## config.mk

```make
export PLATFORM = sky130hd
export DESIGN_NAME = pfx_unit
export DESIGN_NICKNAME = d
export VERILOG_FILES = /design/src/rtl/pfx_pkg.sv /design/src/rtl/pfx_shift_unit.sv /design/src/rtl/pfx_bit_unit.sv /design/src/rtl/pfx_unit.sv
export SDC_FILE = /design/constraint.sdc
export NUM_CORES = 1
export LEC_CHECK = 0
export ABC_AREA = 1
export BUFFER_PORTS_ARGS = -buffer_cell sky130_fd_sc_hd__buf_4
export CAP_MARGIN = 20
export CORE_AREA = 2 2 55 57
export DETAILED_ROUTE_END_ITERATION = 12
export DIE_AREA = 0 0 57 59
export HOLD_SLACK_MARGIN = 0.1
export PLACE_DENSITY = 0.62
export SYNTH_ARGS = -nofsm -noshare
export SYNTH_HDL_FRONTEND = slang
export SYNTH_SLANG_ARGS = --single-unit
export TNS_END_PERCENT = 50
```

## constraint.sdc

```tcl
create_clock -name clk -period 0.85 [get_ports clk]
set_input_delay 0.085 -clock clk [delete_from_list [all_inputs] [get_ports clk]]
set_output_delay 0.085 -clock clk [all_outputs]
set_load 0.1 [all_outputs]
```

## src/rtl/pfx_pkg.sv

```systemverilog
package pfx_pkg;
    localparam int unsigned DW     = 8;
    localparam int unsigned HALF_W = DW / 2;
    localparam int unsigned IDX_W  = $clog2(DW);
    localparam int unsigned OP_W   = 8;
    localparam int unsigned SEL_W  = 3;
    localparam int unsigned FLG_W  = 4;

    typedef enum logic [1:0] {
        GRP_SHIFT = 2'd0,
        GRP_TEST  = 2'd1,
        GRP_CLR   = 2'd2,
        GRP_SET   = 2'd3
    } grp_e;

    typedef enum logic [2:0] {
        SH_ROL_CIRC = 3'd0,
        SH_ROR_CIRC = 3'd1,
        SH_ROL_THRU = 3'd2,
        SH_ROR_THRU = 3'd3,
        SH_SLA      = 3'd4,
        SH_SRA      = 3'd5,
        SH_SWAP     = 3'd6,
        SH_SRL      = 3'd7
    } sh_e;

    typedef struct packed {
        logic z;
        logic n;
        logic h;
        logic c;
    } flags_t;

    typedef struct packed {
        logic [DW-1:0]    res;
        logic             wb;
        flags_t           flg;
        logic [SEL_W-1:0] sel;
    } out_t;
endpackage

```

## src/rtl/pfx_shift_unit.sv

```systemverilog
module pfx_shift_unit
    import pfx_pkg::*;
(
    input  sh_e           sub_i,
    input  logic [DW-1:0] din_i,
    input  logic          cin_i,
    output logic [DW-1:0] dout_o,
    output logic          cout_o
);
    logic msb, lsb;

    assign msb = din_i[DW-1];
    assign lsb = din_i[0];

    always_comb begin
        dout_o = din_i;
        cout_o = 1'b0;
        case (sub_i)
            SH_ROL_CIRC: begin
                dout_o = {din_i[DW-2:0], msb};
                cout_o = msb;
            end
            SH_ROR_CIRC: begin
                dout_o = {lsb, din_i[DW-1:1]};
                cout_o = lsb;
            end
            SH_ROL_THRU: begin
                dout_o = {din_i[DW-2:0], cin_i};
                cout_o = msb;
            end
            SH_ROR_THRU: begin
                dout_o = {cin_i, din_i[DW-1:1]};
                cout_o = lsb;
            end
            SH_SLA: begin
                dout_o = {din_i[DW-2:0], 1'b0};
                cout_o = msb;
            end
            SH_SRA: begin
                dout_o = {msb, din_i[DW-1:1]};
                cout_o = lsb;
            end
            SH_SWAP: begin
                dout_o = {din_i[HALF_W-1:0], din_i[DW-1:HALF_W]};
                cout_o = 1'b0;
            end
            SH_SRL: begin
                dout_o = {1'b0, din_i[DW-1:1]};
                cout_o = lsb;
            end
            default: begin
                dout_o = din_i;
                cout_o = 1'b0;
            end
        endcase
    end
endmodule

```

## src/rtl/pfx_bit_unit.sv

```systemverilog
module pfx_bit_unit
    import pfx_pkg::*;
(
    input  logic [IDX_W-1:0] idx_i,
    input  logic [DW-1:0]    din_i,
    output logic             bit_o,
    output logic [DW-1:0]    clr_o,
    output logic [DW-1:0]    set_o
);
    logic [DW-1:0] mask;

    for (genvar g = 0; g < DW; g++) begin : g_mask
        assign mask[g] = (idx_i == IDX_W'(g));
    end

    assign bit_o = |(din_i & mask);
    assign clr_o = din_i & ~mask;
    assign set_o = din_i | mask;
endmodule

```

## src/rtl/pfx_unit.sv

```systemverilog
module pfx_unit
    import pfx_pkg::*;
(
    input  logic             clk,
    input  logic             rst_n,
    input  logic             acc_form_i,
    input  logic [OP_W-1:0]  opcode_i,
    input  logic [DW-1:0]    opnd_i,
    input  logic [FLG_W-1:0] flags_i,
    output logic [DW-1:0]    result_o,
    output logic             wb_o,
    output logic [FLG_W-1:0] flags_o,
    output logic [SEL_W-1:0] sel_o
);
    grp_e             grp;
    sh_e              sub;
    logic [IDX_W-1:0] idx;
    flags_t           fin;
    logic [DW-1:0]    sh_res, clr_res, set_res;
    logic             sh_c, tst_bit, acc_rot;
    out_t             out_d, out_q;

    assign grp     = grp_e'(opcode_i[7:6]);
    assign sub     = sh_e'(opcode_i[5:3]);
    assign idx     = opcode_i[3 +: IDX_W];
    assign fin     = flags_t'(flags_i);
    assign acc_rot = acc_form_i && !opcode_i[5];

    pfx_shift_unit u_shift (
        .sub_i  (sub),
        .din_i  (opnd_i),
        .cin_i  (fin.c),
        .dout_o (sh_res),
        .cout_o (sh_c)
    );

    pfx_bit_unit u_bit (
        .idx_i (idx),
        .din_i (opnd_i),
        .bit_o (tst_bit),
        .clr_o (clr_res),
        .set_o (set_res)
    );

    always_comb begin
        out_d     = '0;
        out_d.sel = opcode_i[SEL_W-1:0];
        case (grp)
            GRP_SHIFT: begin
                out_d.res   = sh_res;
                out_d.wb    = 1'b1;
                out_d.flg.z = (sh_res == '0) && !acc_rot;
                out_d.flg.n = 1'b0;
                out_d.flg.h = 1'b0;
                out_d.flg.c = sh_c;
            end
            GRP_TEST: begin
                out_d.res   = opnd_i;
                out_d.wb    = 1'b0;
                out_d.flg.z = !tst_bit;
                out_d.flg.n = 1'b0;
                out_d.flg.h = 1'b1;
                out_d.flg.c = fin.c;
            end
            GRP_CLR: begin
                out_d.res = clr_res;
                out_d.wb  = 1'b1;
                out_d.flg = fin;
            end
            GRP_SET: begin
                out_d.res = set_res;
                out_d.wb  = 1'b1;
                out_d.flg = fin;
            end
            default: begin
                out_d.res = opnd_i;
                out_d.wb  = 1'b0;
                out_d.flg = fin;
            end
        endcase
    end

    always_ff @(posedge clk or negedge rst_n) begin
        if (!rst_n) begin
            out_q <= '0;
        end else begin
            out_q <= out_d;
        end
    end

    assign result_o = out_q.res;
    assign wb_o     = out_q.wb;
    assign flags_o  = out_q.flg;
    assign sel_o    = out_q.sel;
endmodule

```

==> results by group <==
Status
  – Outcome: complete, but fails checks
  – Violated checks: negative setup slack

Floorplanning
  – Die Ht: 59 um
  – Die area: 3363 um2
  – Starting Density: 0.3846
  – IO Pins: 39
  – Core ar.: 2710 um2
  – Row count: 19
  – Die W: 57 um

Clock network
  – Clock Sinks: 16
  – H-tree Lvls: 1
  – CTS tree: yes
  – Cts bufs inserted: 3
  – CTS max path bufs: 2
  – Clock transition at path regs: 0.10 ns
  – Root Driver: clkbuf_4

Detailed routing
  – Initial DRC count: 27
  – Residual DRC: 0
  – WL per Instance: 14.16 um
  – Drt pass-1 iters: 6
  – Routed Antenna Nets: 0
  – Vias per cell: 5.186
  – Via Count: 1369
  – Final WL: 3.737 mm

STA
  – Slew headroom: 0.8222
  – Fmax achieved: 1.034 GHz
  – Final hold violation count: 0
  – Fin crit period: 0.9671 ns
  – Final setup fails: 16
  – Slew Limit Fails: 0
  – PnR worst setup slack: -0.1171 ns
  – Measured slew at the worst slew-check pin: 0.2664 ns
  – RSZ-0062 raised after global routing: true
  – Final Cycle Share: 1.138

Yosys
  – Seq cells post-synth: 16
  – Post-synthesis instance area: 1042 um2
  – Syn_nets: 181
  – Synthesized area per cell: 6.597 um2
  – Synth unique cells: 21
  – Syn Inst Count: 158
  – Syn. warnings: 0
  – Sequential fraction of the synthesis area: 0.3842

Flow run
  – Count of max-cap constraint violations: 0

GRT
  – Total grt overflow: 0
  – First-pass GRT wire length: 5.830 mm
  – GRT Total Usage: 0.2229
  – Largest net degree at the start of global routing: 17
  – Initial antenna violation count: 0
  – Vias in the first global route: 1331

Final layout
  – Final Core Density: 0.7175
  – ANT cells: 0
  – Syn-to-layout area delta: 86.55%
  – Nets: 257
  – Final Non-Filler Cells: 264
  – Fillers: 238
  – Layout cell share with drive strength beyond 1: 0.4549

Worst setup path
  – CP Max Fanout: 1
  – Worst EP required: 0.76 ns
  – Worst path bufs/invs: 1
  – Setup CP Type: register to output pin
  – Worst path cell trace: buf_6
  – Setup crit end kind: output pin
  – CP Launch Type: register
  – CP arrival: 0.88 ns
  – Critical Path Max Stage Delay: 0.41 ns
  – Delay-heaviest family, CP: flip-flops
  – Worst path slowest cell: dfrtp_2

Power and ir drop
  – Clk pwr share: 0.168
  – Sw Share: 0.4252
  – Pwr Total: 2.557 mW
  – Pleak: 0.9393 nW
  – PwrDens: 1315 nW/um2
  – Max rail drop VDD: 1.019 mV
  – NetSw: 1.087 mW
  – Sequential share of power: 0.338
  – Internal Power: 1.470 mW
  – Logic gate share of total power: 0.494

Worst hold path
  – Hold Crit Class: input pin to register

Placed design
  – Placed Instances: 247
  – Dpl ws: -0.3845 ns
  – Port Buf Inserts: 38
  – HPWL Detailed: 2.574 mm
  – Placer congestion estimate: 0.8681
cell usage in the layout, fill, tap and decap left out:
cell type / instances
nand2_8: 1
o21ai_0: 14
o2111ai_1: 1
nand3_2: 9
inv_4: 1
dfrtp_2: 11
o21bai_1: 1
clkbuf_1: 1
nor3_2: 1
buf_12: 3
o22ai_1: 2
nor2_4: 1
dlygate4sd3_1: 9
a31oi_1: 1
nand4_1: 5
clkinvlp_4: 3
dfrtp_1: 5
clkbuf_16: 1
a21oi_1: 7
nor2_2: 8
nand2_2: 1
o21ai_1: 1
a21o_1: 1
nor2_1: 15
buf_8: 10
nand3_1: 6
nand2_1: 40
buf_6: 8
buf_4: 45
inv_1: 16
clkbuf_4: 3
o21a_1: 2
sequential cells by signal (all words and copies together), names as in the netlist:
signal and count:
wb_o 1, sel_o 3, result_o 8, flags_o 4
cell families (layout without fill, tap and decap cells):
kind of cell           Yosys count  count (layout)  synth area share
AO/OA/AOI/OAI                   30              30            0.1609
flip-flops                      16              16            0.3841
buffers and inverters           25             100            0.1008
AND/OR/NAND/NOR                 87              87            0.3541
timing repair:
action / 4_1_cts / 5_1_grt
gates cloned: 0 / 2
endpoints found under the setup margin: 18 / 22
pin swaps: 0 / 15
hold endpoints to repair: 23 / 0
setup buffers: 0 / 2
gates resized for setup: 25 / 36
hold buffers: 9 / 0
final cells by class:
type                            count  area [um2]  area share
Timing Repair Buffer               76       753.2      0.3874
Timing Repair inverter              1       7.507    0.003861
Clock buffer                        4       26.28     0.01351
Inverter                           19       81.33     0.04183
Tap cell                           31       38.79     0.01995
Multi-Input combinational cell    117       623.1      0.3205
Sequential cell                    16       414.1      0.2130
final timing paths:
| check | slack [ns] | to | cells past startpoint | from |
|---|---|---|---|---|
| worst max-delay path | -0.12 | result_o[4] | 1 | result_o[4]$_DFF_PN0_ |
| worst min-delay path | 0.11 | result_o[2]$_DFF_PN0_ | 3 | opnd_i[2] |
| max in group asynchronous | 0.45 | result_o[3]$_DFF_PN0_ | 2 | rst_n |
| min in group asynchronous | 0.20 | result_o[7]$_DFF_PN0_ | 2 | rst_n |
cells in the mapped netlist:
master,n,area [um2]
clkinv_1,1,3.750
buf_2,3,15.01
buf_4,2,15.01
nand4_1,5,31.28
o21a_1,2,15.01
a21oi_1,7,35.03
dfrtp_1,16,400.4
o2111ai_1,1,8.760
o21bai_1,1,7.510
nor3_1,1,5.000
o22ai_1,2,12.51
nand3_1,15,75.07
nor2_1,23,86.33
o21ai_0,15,75.07
nand2_1,41,153.9
clkbuf_1,1,3.750
nand2_4,1,11.26
nor2_2,1,6.260
a31oi_1,1,6.260
a21o_1,1,7.510
inv_1,18,67.56
per-stage QoR:
step / area [um2] / TNS, ns / hold WS (ns)
2_1_floorplan: 1062 / -0.7291 / -0.2106
3_3_place_gp: 1548 / -2.409 / -0.05048
3_5_place_dp: 1548 / -2.468 / -0.04520
4_1_cts: 1759 / -1.681 / 0.1036
5_1_grt: 1944 / -2.163 / 0.1105
6_report: 1944 / -1.684 / 0.1074
power groups by stage:
stage	sequential, mW	clock (mW)	combinational, mW
final	0.864	0.431	1.26
after global routing	0.869	0.468	1.33
after CTS	0.861	0.429	1.16
after detailed placement	0.858	0	1.06
after global placement	0.858	0	1.05
after floorplan	1.31	0	0.237
routing by layer:
layer,GRT usage,vias to the layer above,part of all wire
li1,-,668,-
met1,0.2709,636,0.40
met2,0.4105,59,0.53
met3,0.02183,6,0.050
met4,0.07973,0,0.016
met5,0,-,0
Power figures use the tool's default switching activity.
